### config.mk
export PLATFORM = sky130hd
export DESIGN_NAME = simd_addsub
export DESIGN_NICKNAME = d
export VERILOG_FILES = /design/src/rtl/simd_addsub_pkg.sv /design/src/rtl/simd_addsub_dec.sv /design/src/rtl/simd_word_unit.sv /design/src/rtl/simd_addsub.sv
export SDC_FILE = /design/constraint.sdc
export NUM_CORES = 1
export LEC_CHECK = 0
export ABC_CLOCK_PERIOD_IN_PS = 1450
export BUFFER_PORTS_ARGS = -buffer_cell sky130_fd_sc_hd__buf_4
export CAP_MARGIN = 10
export CORE_MARGIN = 1.5
export CORE_UTILIZATION = 45
export DETAILED_ROUTE_END_ITERATION = 10
export PLACE_DENSITY_LB_ADDON = 0.08
export SYNTH_ARGS = -nofsm -noshare
export SYNTH_HDL_FRONTEND = slang
export SYNTH_SLANG_ARGS = --single-unit
### constraint.sdc
create_clock -name clk_i -period 1.45 [get_ports clk_i]
set_clock_uncertainty 0.05 [all_clocks]
set_input_delay 0.29 -clock clk_i [delete_from_list [all_inputs] [get_ports clk_i]]
set_output_delay 0.29 -clock clk_i [all_outputs]
set_load 0.02 [all_outputs]
### src/rtl/simd_addsub_pkg.sv
package simd_addsub_pkg;

  typedef enum logic [2:0] {
    OP_ADD      = 3'b000,
    OP_SUB      = 3'b001,
    OP_CARRY    = 3'b010,
    OP_NOBORROW = 3'b011,
    OP_ADD64    = 3'b100,
    OP_SUB64    = 3'b101
  } op_e;

  // lane code equals log2 of slices per lane
  typedef enum logic [1:0] {
    LANE_B8  = 2'b00,
    LANE_B16 = 2'b01,
    LANE_B32 = 2'b10
  } lane_e;

  typedef enum logic [1:0] {
    SEL_ZERO = 2'b00,
    SEL_SUM  = 2'b01,
    SEL_FLAG = 2'b10
  } res_sel_e;

endpackage

### src/rtl/simd_addsub_dec.sv
module simd_addsub_dec
  import simd_addsub_pkg::*;
(
  input  logic [2:0] op_i,
  input  logic [1:0] lane_i,
  output logic       sub_o,
  output logic [1:0] lane_log2_o,
  output logic       chain64_o,
  output res_sel_e   sel_o
);

  always_comb begin
    sub_o       = 1'b0;
    lane_log2_o = LANE_B32;
    chain64_o   = 1'b0;
    sel_o       = SEL_ZERO;
    case (op_e'(op_i))
      OP_ADD, OP_SUB: begin
        sub_o = (op_i == OP_SUB);
        if (lane_i != 2'b11) begin
          sel_o       = SEL_SUM;
          lane_log2_o = lane_i;
        end
      end
      OP_CARRY: sel_o = SEL_FLAG;
      OP_NOBORROW: begin
        sel_o = SEL_FLAG;
        sub_o = 1'b1;
      end
      OP_ADD64: begin
        sel_o     = SEL_SUM;
        chain64_o = 1'b1;
      end
      OP_SUB64: begin
        sel_o     = SEL_SUM;
        chain64_o = 1'b1;
        sub_o     = 1'b1;
      end
      default: ;
    endcase
  end

endmodule

### src/rtl/simd_word_unit.sv
module simd_word_unit #(
  parameter int WORD_W  = 32,
  parameter int SLICE_W = 8
) (
  input  logic [WORD_W-1:0] a_i,
  input  logic [WORD_W-1:0] b_i,
  input  logic              sub_i,
  input  logic [1:0]        lane_log2_i,
  input  logic              cin_i,
  output logic [WORD_W-1:0] sum_o,
  output logic              cout_o
);

  localparam int SLICES = WORD_W / SLICE_W;
  localparam int SPAN_W = $clog2(SLICES) + 1;

  logic [WORD_W-1:0] b_eff;
  logic [SLICES:1]   c;
  logic [SPAN_W-1:0] span_mask;

  assign b_eff     = sub_i ? ~b_i : b_i;
  assign span_mask = SPAN_W'((1 << lane_log2_i) - 1);

  for (genvar k = 0; k < SLICES; k++) begin : g_slice
    logic           cin_k;
    logic [SLICE_W:0] t;
    if (k == 0) begin : g_first
      assign cin_k = cin_i;
    end else begin : g_rest
      // inside a lane: ripple; at a lane start: restart (1 for subtract)
      assign cin_k = ((SPAN_W'(k) & span_mask) != '0) ? c[k] : sub_i;
    end
    assign t = {1'b0, a_i[k*SLICE_W +: SLICE_W]}
             + {1'b0, b_eff[k*SLICE_W +: SLICE_W]}
             + (SLICE_W+1)'(cin_k);
    assign sum_o[k*SLICE_W +: SLICE_W] = t[SLICE_W-1:0];
    assign c[k+1] = t[SLICE_W];
  end

  assign cout_o = c[SLICES];

endmodule

### src/rtl/simd_addsub.sv
module simd_addsub
  import simd_addsub_pkg::*;
#(
  parameter int DATA_W  = 128,
  parameter int WORD_W  = 32,
  parameter int SLICE_W = 8
) (
  input  logic              clk_i,
  input  logic              rst_ni,
  input  logic              valid_i,
  input  logic [2:0]        op_i,
  input  logic [1:0]        lane_i,
  input  logic [DATA_W-1:0] a_i,
  input  logic [DATA_W-1:0] b_i,
  output logic              valid_o,
  output logic [DATA_W-1:0] result_o
);

  localparam int WORDS = DATA_W / WORD_W;
  localparam int DW_W  = 2 * WORD_W;

  logic        sub;
  logic [1:0]  lane_log2;
  logic        chain64;
  res_sel_e    sel;

  logic [WORDS-1:0]  cout;
  logic [DATA_W-1:0] sum;
  logic [DATA_W-1:0] flag;
  logic [DATA_W-1:0] lsb_mask;
  logic [DATA_W-1:0] res_d;
  logic [DATA_W-1:0] result_q;
  logic              valid_q;

  simd_addsub_dec u_dec (
    .op_i       (op_i),
    .lane_i     (lane_i),
    .sub_o      (sub),
    .lane_log2_o(lane_log2),
    .chain64_o  (chain64),
    .sel_o      (sel)
  );

  // word 0 = bits [WORD_W-1:0] = least significant big-endian column
  for (genvar i = 0; i < WORDS; i++) begin : g_word
    logic cin_w;
    if (i % 2 == 1) begin : g_hi
      assign cin_w = chain64 ? cout[i-1] : sub;
    end else begin : g_lo
      assign cin_w = sub;
    end

    simd_word_unit #(
      .WORD_W (WORD_W),
      .SLICE_W(SLICE_W)
    ) u_word (
      .a_i        (a_i[i*WORD_W +: WORD_W]),
      .b_i        (b_i[i*WORD_W +: WORD_W]),
      .sub_i      (sub),
      .lane_log2_i(lane_log2),
      .cin_i      (cin_w),
      .sum_o      (sum[i*WORD_W +: WORD_W]),
      .cout_o     (cout[i])
    );

    assign flag[i*WORD_W +: WORD_W]     = WORD_W'(cout[i]);
    assign lsb_mask[i*WORD_W +: WORD_W] = WORD_W'(1);
  end

  always_comb begin
    case (sel)
      SEL_SUM:  res_d = sum;
      SEL_FLAG: res_d = flag;
      default:  res_d = '0;
    endcase
  end

  always_ff @(posedge clk_i or negedge rst_ni) begin
    if (!rst_ni) begin
      valid_q  <= 1'b0;
      result_q <= '0;
    end else begin
      valid_q <= valid_i;
      if (valid_i) result_q <= res_d;
    end
  end

  assign valid_o  = valid_q;
  assign result_o = result_q;


  valid_lat_chk: assert property (@(posedge clk_i) disable iff (!rst_ni)
    valid_i |=> valid_o);

  valid_idle_chk: assert property (@(posedge clk_i) disable iff (!rst_ni)
    !valid_i |=> !valid_o);

  result_hold_chk: assert property (@(posedge clk_i) disable iff (!rst_ni)
    !valid_i |=> $stable(result_o));

  flag_shape_chk: assert property (@(posedge clk_i) disable iff (!rst_ni)
    (valid_i && (op_i == OP_CARRY || op_i == OP_NOBORROW))
      |=> ((result_o & ~lsb_mask) == '0));

  undef_zero_chk: assert property (@(posedge clk_i) disable iff (!rst_ni)
    (valid_i && (op_i[2:1] == 2'b11 || (op_i[2:1] == 2'b00 && lane_i == 2'b11)))
      |=> (valid_o && result_o == '0));

  add64_low_chk: assert property (@(posedge clk_i) disable iff (!rst_ni)
    (valid_i && op_i == OP_ADD64)
      |=> (result_o[DW_W-1:0] == DW_W'($past(a_i[DW_W-1:0]) + $past(b_i[DW_W-1:0]))));

  sub64_low_chk: assert property (@(posedge clk_i) disable iff (!rst_ni)
    (valid_i && op_i == OP_SUB64)
      |=> (result_o[DW_W-1:0] == DW_W'($past(a_i[DW_W-1:0]) - $past(b_i[DW_W-1:0]))));

endmodule

==> results of run 1 <==
==> state kept, by name, indices dropped and copies added (netlist names) <==
name and flops:
result_o 128, valid_o 1
==> worst max-delay path by stage <==
| stage | from | to | slack [ps] | cells past startpoint |
|---|---|---|---|---|
| 2_1_floorplan | op_i[1] | result_o[32] | -11290 | 60 |
| 3_3_place_gp | op_i[2] | result_o[32] | -11190 | 57 |
| 3_5_place_dp | op_i[2] | result_o[126] | -11540 | 58 |
| 4_1_cts | op_i[2] | result_o[32] | -10870 | 57 |
| 5_1_grt | op_i[2] | result_o[126] | -11550 | 59 |
| 6_report | op_i[2] | result_o[126] | -11220 | 59 |
==> through the flow <==
stage / util / setup TNS, ps / setup slack (ps) / cells / cell area, sq um
floorplan: - / -729350 / -11290 / 1161 / 11500
global placement: 0.708 / -747980 / -11190 / 2155 / 17200
detailed placement: 0.708 / -771680 / -11540 / 2155 / 17200
CTS: 0.764 / -700020 / -10870 / 2257 / 18600
global route: 0.788 / -757020 / -11550 / 2280 / 19200
finish: 0.788 / -727530 / -11220 / 2280 / 19200
==> cell usage in the layout, fill, tap and decap left out, types with 15 or more instances in the layout <==
| cell type | count |
|---|---|
| o21ai_1 | 23 |
| fa_2 | 30 |
| inv_1 | 42 |
| ha_1 | 113 |
| buf_4 | 775 |
| nor2_1 | 52 |
| a21oi_2 | 23 |
| nand2_1 | 43 |
| o21ai_0 | 36 |
| xor2_1 | 18 |
| nor2b_1 | 17 |
| a21oi_1 | 27 |
| clkbuf_16 | 17 |
| a211oi_2 | 15 |
| buf_6 | 17 |
| dfrtp_1 | 129 |
| o21ai_2 | 19 |
| a21o_1 | 18 |
| o21bai_1 | 18 |
| xnor2_1 | 154 |
| a22o_1 | 78 |
| nor3_1 | 31 |
==> synth_stat cells (all sizes together) (20+ instances only) <==
| cell type | count | area, sq um |
|---|---|---|
| a211oi | 35 | 263 |
| a21oi | 57 | 285 |
| a22o | 78 | 683 |
| buf | 28 | 144 |
| dfrtp | 129 | 3230 |
| fa | 30 | 601 |
| ha | 114 | 1430 |
| inv | 42 | 158 |
| nand2 | 44 | 165 |
| nor2 | 61 | 229 |
| nor2b | 20 | 125 |
| nor3 | 34 | 170 |
| o21ai | 78 | 390 |
| xnor2 | 160 | 1400 |
==> worst max-delay path, delay by kind of cell <==
family	cells	cell delay (ps)
compound gates	37	5970
xor+xnor	1	140
simple gates	3	380
fa+ha+maj	15	5700
buf+inv	3	410
==> repair_timing <==
item | in CTS | in global routing
hold endpoints to repair | 28 | 0
setup endpoints to repair | 128 | 128
hold buffers | 1 | 0
pin swaps | 64 | 60
gates resized for setup | 72 | 84
buffers inserted | 69 | 24
==> layer usage <==
layer	GRT usage	up-vias	share of wire	routed length (um)
met5	0	-	0	0
met4	0.186	0	0.052	2400
met3	0.0695	129	0.074	3370
met2	0.578	604	0.49	22300
met1	0.404	6133	0.39	17800
li1	-	5879	-	-
==> logic make-up (layout without fill, tap and decap cells) <==
kind of cell	Yosys count	in the layout	synth area share
flip-flops	129	129	0.289
XOR/XNOR	178	178	0.140
adder cells (fa/ha/maj)	144	144	0.182
AND/OR/NAND/NOR	237	237	0.110
buffers and inverters	89	882	0.0335
AO/OA/AOI/OAI	377	377	0.239
multiplexers	7	7	0.00628
other	0	2	0
==> power by group <==
part	leakage, nW	internal, W	switching, W
Clock	0.263	0.00241	0.00174
Sequential	1.76	0.00395	0.000260
Combinational	7.27	0.00532	0.00479
Total	9.29	0.0117	0.00679
==> cell type report <==
type / count / area, sq um
Clock buffer: 20 / 447
Clock inverter: 12 / 110
Fill cell: 1604 / 5150
Tap cell: 324 / 405
Multi-Input combinational cell: 943 / 8520
Timing Repair Buffer: 807 / 6290
Inverter: 43 / 164
Sequential cell: 129 / 3230
Antenna cell: 2 / 5.00
==> run metrics, run 1 <==
sequential area share after synthesis=0.289; area of the die=25800 sq um; post-route minimum period=12670 ps; Clock Latency Late Sink=410 ps; Final Hold Vio Count=0; Worst Path Required=1710 ps; reg-to-reg endpoint=result_o[32]; flop-to-flop setup slack=320 ps; largest net degree at the start of global routing=37; crit share post-route=8.74; total power=0.0185 W; Post-Synthesis Cells=1161; Async SR Flop Fraction=1.00; power density over the cells=964 nW/um^2; Initial DRC Count=641; prevailing post-synth register cell=dfrtp_1; Starting Density=0.459; # setup viols final=128; EDFF count, synth=0; CTS tree=done; Yosys reg bits=129; wire per inst=20.1 um; Slew @ Worst Pin=600 ps; Yosys Warn Count=0; share of layout cells above drive strength 1=0.515; worst reg2reg path depth=3; Worst R2R Start=result_o[32]; critical path's largest stage delay=410 ps; Chip Height=160 um; total iterations of the first detailed-routing run=5; DRC violations left=0; VDD IR-drop max=0.671 mV; gr ovfl total=0; Root Driver=clkbuf_16; Max stage delay cell, worst path=fa_2; Nets=2349; Setup CP Type=in -> reg; total track usage=0.340; initial antenna violation count=2; chip width=160 um; Setup crit end kind=flip-flop; hold-critical path depth=4; worst min-delay path startpoint=a_i[127]; area growth from synthesis to layout=71.8%; clock sink count=129; Final WS setup=-11220 ps; Max Slew Vio Count=0; synthesized area=11200 sq um; H-tree levels=4; Max transition margin=0.600; Routed Antenna Nets=0; synth unique cells=64; RSZ-0062 raised after global routing=yes; Crit path arrival time=12930 ps; Clk pin slew, worst setup/hold paths=60 ps; worst hold slack=223 ps; worst min-delay path class=in -> reg; first-pass GRT wire length=68.2 mm; maxcap violations=0; vias in the first global route=13000; Most common cell on crit path=fa_2; syn avg cell area=9.61 sq um; status=finished with violations; clk buf depth=2; routability cong.=0.940; I/O pin total=393; LEAKAGE=9.29 nW; post-DP HPWL=33.0 mm; CORE AREA=24300 sq um; final WL=45.8 mm; violations in the final reports=negative setup slack; port buffer count=392; placement row count=57; Peak Freq=78.9 MHz; CTS Buf Count=17; crit path max fanout=13; startpoint types=input port; syn_nets=1569; detail-routed via count per cell=5.59; Worst Hold Path EP=result_o[96]; Vias=12700
Power figures use the tool's default switching activity.
==> run 2: changes to the inputs <==
CELL_PAD_IN_SITES_DETAIL_PLACEMENT = 0   (was not set)
CELL_PAD_IN_SITES_GLOBAL_PLACEMENT = 1   (was not set)
CORE_UTILIZATION = 41   (was 45)
REMOVE_ABC_BUFFERS = 1   (was not set)
==> run 2 against run 1 <==
Effect of this change: the run still ends with negative setup slack left; worst hold slack lost 9.9 ps; highest routed layer unchanged; largest cell class unchanged; die area grew 9.6%; sequential power is essentially flat.
==> run metrics, run 2 (synthesized netlist as in run 1, its figures left out) <==
Peak Freq=78.3 MHz; H-tree levels=4; total power=0.0183 W; Max Slew Vio Count=0; Routed Antenna Nets=0; violations in the final reports=negative setup slack; Clk pin slew, worst setup/hold paths=60 ps; crit share post-route=8.81; worst min-delay path class=in -> reg; Final Cell Area=19000 sq um; chip width=168 um; routability cong.=0.940; Worst Path Required=1710 ps; area of the die=28200 sq um; CTS Buf Count=17; hold-critical path depth=4; Setup crit start=op_i[2]; largest net degree at the start of global routing=50; Initial DRC Count=605; GRT met2 Usage=0.509; # setup viols final=128; detail-routed via count per cell=5.32; first-pass GRT wire length=64.8 mm; Crit path arrival time=13030 ps; RSZ-0062 raised after global routing=yes; wire per inst=18.8 um; worst min-delay path startpoint=a_i[127]; utilization after layout=0.711; area growth from synthesis to layout=70.7%; Vias=12000; initial antenna violation count=1; Setup CP Type=in -> reg; crit-path leading delay family=adder cells; post-route minimum period=12770 ps; flop-to-flop setup slack=340 ps; Setup crit end kind=flip-flop; clk buf depth=2; met1 usage=0.349; total track usage=0.293; gr ovfl total=0; power density over the cells=959 nW/um^2; Nets=2303; startpoint types=input port; crit path max fanout=4; maxcap violations=0; Final WS setup=-11320 ps; post-DP HPWL=32.5 mm; status=finished with violations; CTS tree=done; Finished Layout Cells=2248; Worst Hold Path EP=result_o[96]; reg-to-reg endpoint=result_o[32]; Max transition margin=0.610; Chip Height=168 um; gr busiest metal=met2; port buffer count=392; CORE AREA=26800 sq um; Most common cell on crit path=fa_2; max reg flops=128; Root Driver=clkbuf_16; share of layout cells above drive strength 1=0.510; Slew @ Worst Pin=582 ps; total iterations of the first detailed-routing run=5; placed inst area=16900 sq um; Starting Density=0.416; worst reg2reg path depth=3; M3 GR Usage=0.0736; most common cell after layout, fill and taps aside=buf_4; number of buffers and inverters on the critical path=10; LEAKAGE=9.14 nW; VDD IR-drop max=0.790 mV; clock sink count=129; I/O pin total=393; critical path's largest stage delay=420 ps; final WL=42.2 mm; Final Hold Vio Count=0; Max stage delay cell, worst path=fa_2; most frequent cells in the layout=buf_4, xnor2_1, dfrtp_1; placement row count=60; vias in the first global route=12400; Clock Latency Late Sink=410 ps; number of placed cells counting well taps=2169; DRC violations left=0; Worst R2R Start=result_o[32]; worst hold slack=213 ps
run 2: layer usage:
metal  share of wire  wire length (um)
met1            0.41             17300
met4           0.037              1550
met3           0.064              2710
met2            0.49             20600
met5               0                 0
run 2: worst max path at each step:
stage,to,slack (ps),cells past startpoint
4_1_cts,result_o[32],-11310,61
2_1_floorplan,result_o[32],-15770,56
3_3_place_gp,result_o[32],-12630,58
6_report,result_o[58],-11320,63
3_5_place_dp,result_o[32],-13050,58
5_1_grt,result_o[32],-11820,62
run 2: cell type report:
cell class,count,area [sq um]
Timing Repair Buffer,761,5990
Inverter,43,164
Clock inverter,11,141
Fill cell,2051,7750
Multi-Input combinational cell,943,8660
Sequential cell,129,3230
Clock buffer,19,433
Tap cell,341,427
Antenna cell,1,2.50
run 2: worst min-delay path: stages:
cell     delay (ps)
buf_4            80
ha_1            130
a21oi_1          40
o21ai_1         100
run 2: repair_timing:
item / CTS / global route
pin swaps: 96 / 131
hold endpoints to repair: 102 / 0
resized for setup: 157 / 146
gates cloned: 0 / 0
hold buffers: 1 / 0
buffers inserted: 19 / 36
endpoints found under the setup margin: 128 / 128
run 2: through the flow:
step	setup TNS [ps]	setup slack, ps
2_1_floorplan	-1243310	-15770
3_3_place_gp	-844270	-12630
3_5_place_dp	-866240	-13050
4_1_cts	-721100	-11310
5_1_grt	-763610	-11820
6_report	-733210	-11320
run 2: where the power goes:
group          leakage [nW]  switching (W)  internal (W)
clock network         0.274        0.00175       0.00268
registers              1.76       0.000239       0.00395
logic                  7.10        0.00455       0.00510
==> run 3: changes to the inputs <==
CORE_ASPECT_RATIO = 1.4   (was not set)
==> run 3 against run 2 <==
Effect of this change: the flow still finishes with violations (negative setup slack); critical endpoint is now result_o[32]; die area hardly changed; final cell count grew 2.4%; clock-buffer cell count up 2; global-route usage increased by 0.63 points; critical path type unchanged; first-iteration DRC count shrank 16%.
==> run metrics, run 3 (synthesized netlist as in run 1, its figures left out) <==
crit path max fanout=6; post-DP HPWL=32.8 mm; startpoint types=input port; worst hold slack=231 ps; Setup crit end kind=flip-flop; area growth from synthesis to layout=71.7%; Setup crit start=op_i[1]; CTS tree=done; wire per inst=18.6 um; Worst Path Required=1710 ps; largest net degree at the start of global routing=49; routability cong.=0.898; Worst R2R Start=result_o[32]; reg-to-reg endpoint=result_o[32]; worst reg2reg path depth=3; placed inst area=17000 sq um; post-route minimum period=12530 ps; Nets=2330; DRC violations left=0; max reg flops=128; status=finished with violations; final WL=42.8 mm; clock sink count=129; I/O pin total=393; worst min-delay path class=in -> reg; critical path's largest stage delay=410 ps; CORE AREA=26800 sq um; maxcap violations=0; Final Hold Vio Count=0; initial antenna violation count=2; Clock Latency Late Sink=430 ps; first-pass GRT wire length=64.8 mm; Routed Antenna Nets=0; VDD IR-drop max=0.873 mV; setup TNS=-712420 ps; Stages on worst setup path=61; violations in the final reports=negative setup slack; Max stage delay cell, worst path=fa_2; Root Driver=clkbuf_16; Most common cell on crit path=fa_2; total iterations of the first detailed-routing run=7; share of layout cells above drive strength 1=0.508; Peak Freq=79.8 MHz; Starting Density=0.416; LEAKAGE=9.25 nW; Slew @ Worst Pin=744 ps; most frequent cells in the layout=buf_4, xnor2_1, dfrtp_1; crit-path leading delay family=compound AO/OA/AOI/OAI gates; Clk pin slew, worst setup/hold paths=60 ps; H-tree levels=4; chip width=142 um; number of buffers and inverters on the critical path=5; crit path to=result_o[32]; flop-to-flop setup slack=240 ps; CTS Buf Count=17; utilization after layout=0.714; most common cell after layout, fill and taps aside=buf_4; Vias=12300; Final WS setup=-11080 ps; total power=0.0188 W; placement row count=71; Setup CP Type=in -> reg; area of the die=28200 sq um; RSZ-0062 raised after global routing=yes; crit share post-route=8.64; detail-routed via count per cell=5.33; power density over the cells=983 nW/um^2; port buffer count=392; Max transition margin=0.504; clk buf depth=2; Initial DRC Count=511; vias in the first global route=12700; Chip Height=198 um; Crit path arrival time=12790 ps; total track usage=0.299; Final Cell Area=19200 sq um; Max Slew Vio Count=0; gr ovfl total=0; # setup viols final=128
-- run 3: changes by cell type in the layout (fill, tap and decap cells not counted), moves of 4 or more --
cell and change:
a211oi_2 +5, buf_4 +37, o21ai_0 +4, a211oi_4 -6, a21oi_2 -4, buf_6 -14, o21ai_1 -4, a21oi_1 +6
-- run 3: report_power, final --
part,internal (W),switching [W]
Sequential,0.00395,0.000240
Clock,0.00326,0.00177
Combinational,0.00514,0.00447
Total,0.0124,0.00649
-- run 3: worst min-delay path by stage --
stage             start            end  slack, ps  depth (start not counted)
6_report        a_i[56]   result_o[56]        230                          3
5_1_grt         a_i[40]   result_o[40]        230                          3
4_1_cts        a_i[121]  result_o[121]        220                          3
3_5_place_dp     rst_ni    result_o[3]        170                          1
3_3_place_gp     rst_ni    result_o[3]        170                          1
2_1_floorplan    rst_ni    result_o[0]        -60                          0
-- run 3: per-layer routing --
metal  up-vias  share of wire  track usage
met5         -              0            0
met4         0          0.049        0.150
met3       118          0.060       0.0663
met2       404           0.51        0.538
met1      5915           0.38        0.329
li1       5821              -            -
-- run 3: worst min-delay path, delay by kind of cell --
family / cells / cell delay, ps
buffers and inverters: 1 / 90
AO/OA/AOI/OAI: 1 / 110
adder cells (fa/ha/maj): 1 / 190
-- run 3: cell type report --
type	instances	area [sq um]
clock inverters	10	208
repair buffers	788	6190
diodes	2	5.00
inverters	43	164
fillers	2209	7670
clock buffers	21	450
flip-flops and latches	129	3230
well taps	365	457
multi-input cells	943	8460
-- run 3: stage by stage --
| step | worst slack [ps] | instances |
|---|---|---|
| detailed placement | -13120 | 2202 |
| finish | -11080 | 2301 |
| CTS | -11190 | 2274 |
| global placement | -12820 | 2202 |
| global route | -11540 | 2301 |
| floorplan | -15770 | 1115 |
-- run 3: repair_timing --
item                                    4_1_cts  5_1_grt
endpoints found under the setup margin      128      128
gates resized for setup                     172       81
endpoints found under the hold margin        24        0
buffers inserted                             42       29
pin swaps                                    99       56
hold buffers                                  1        0
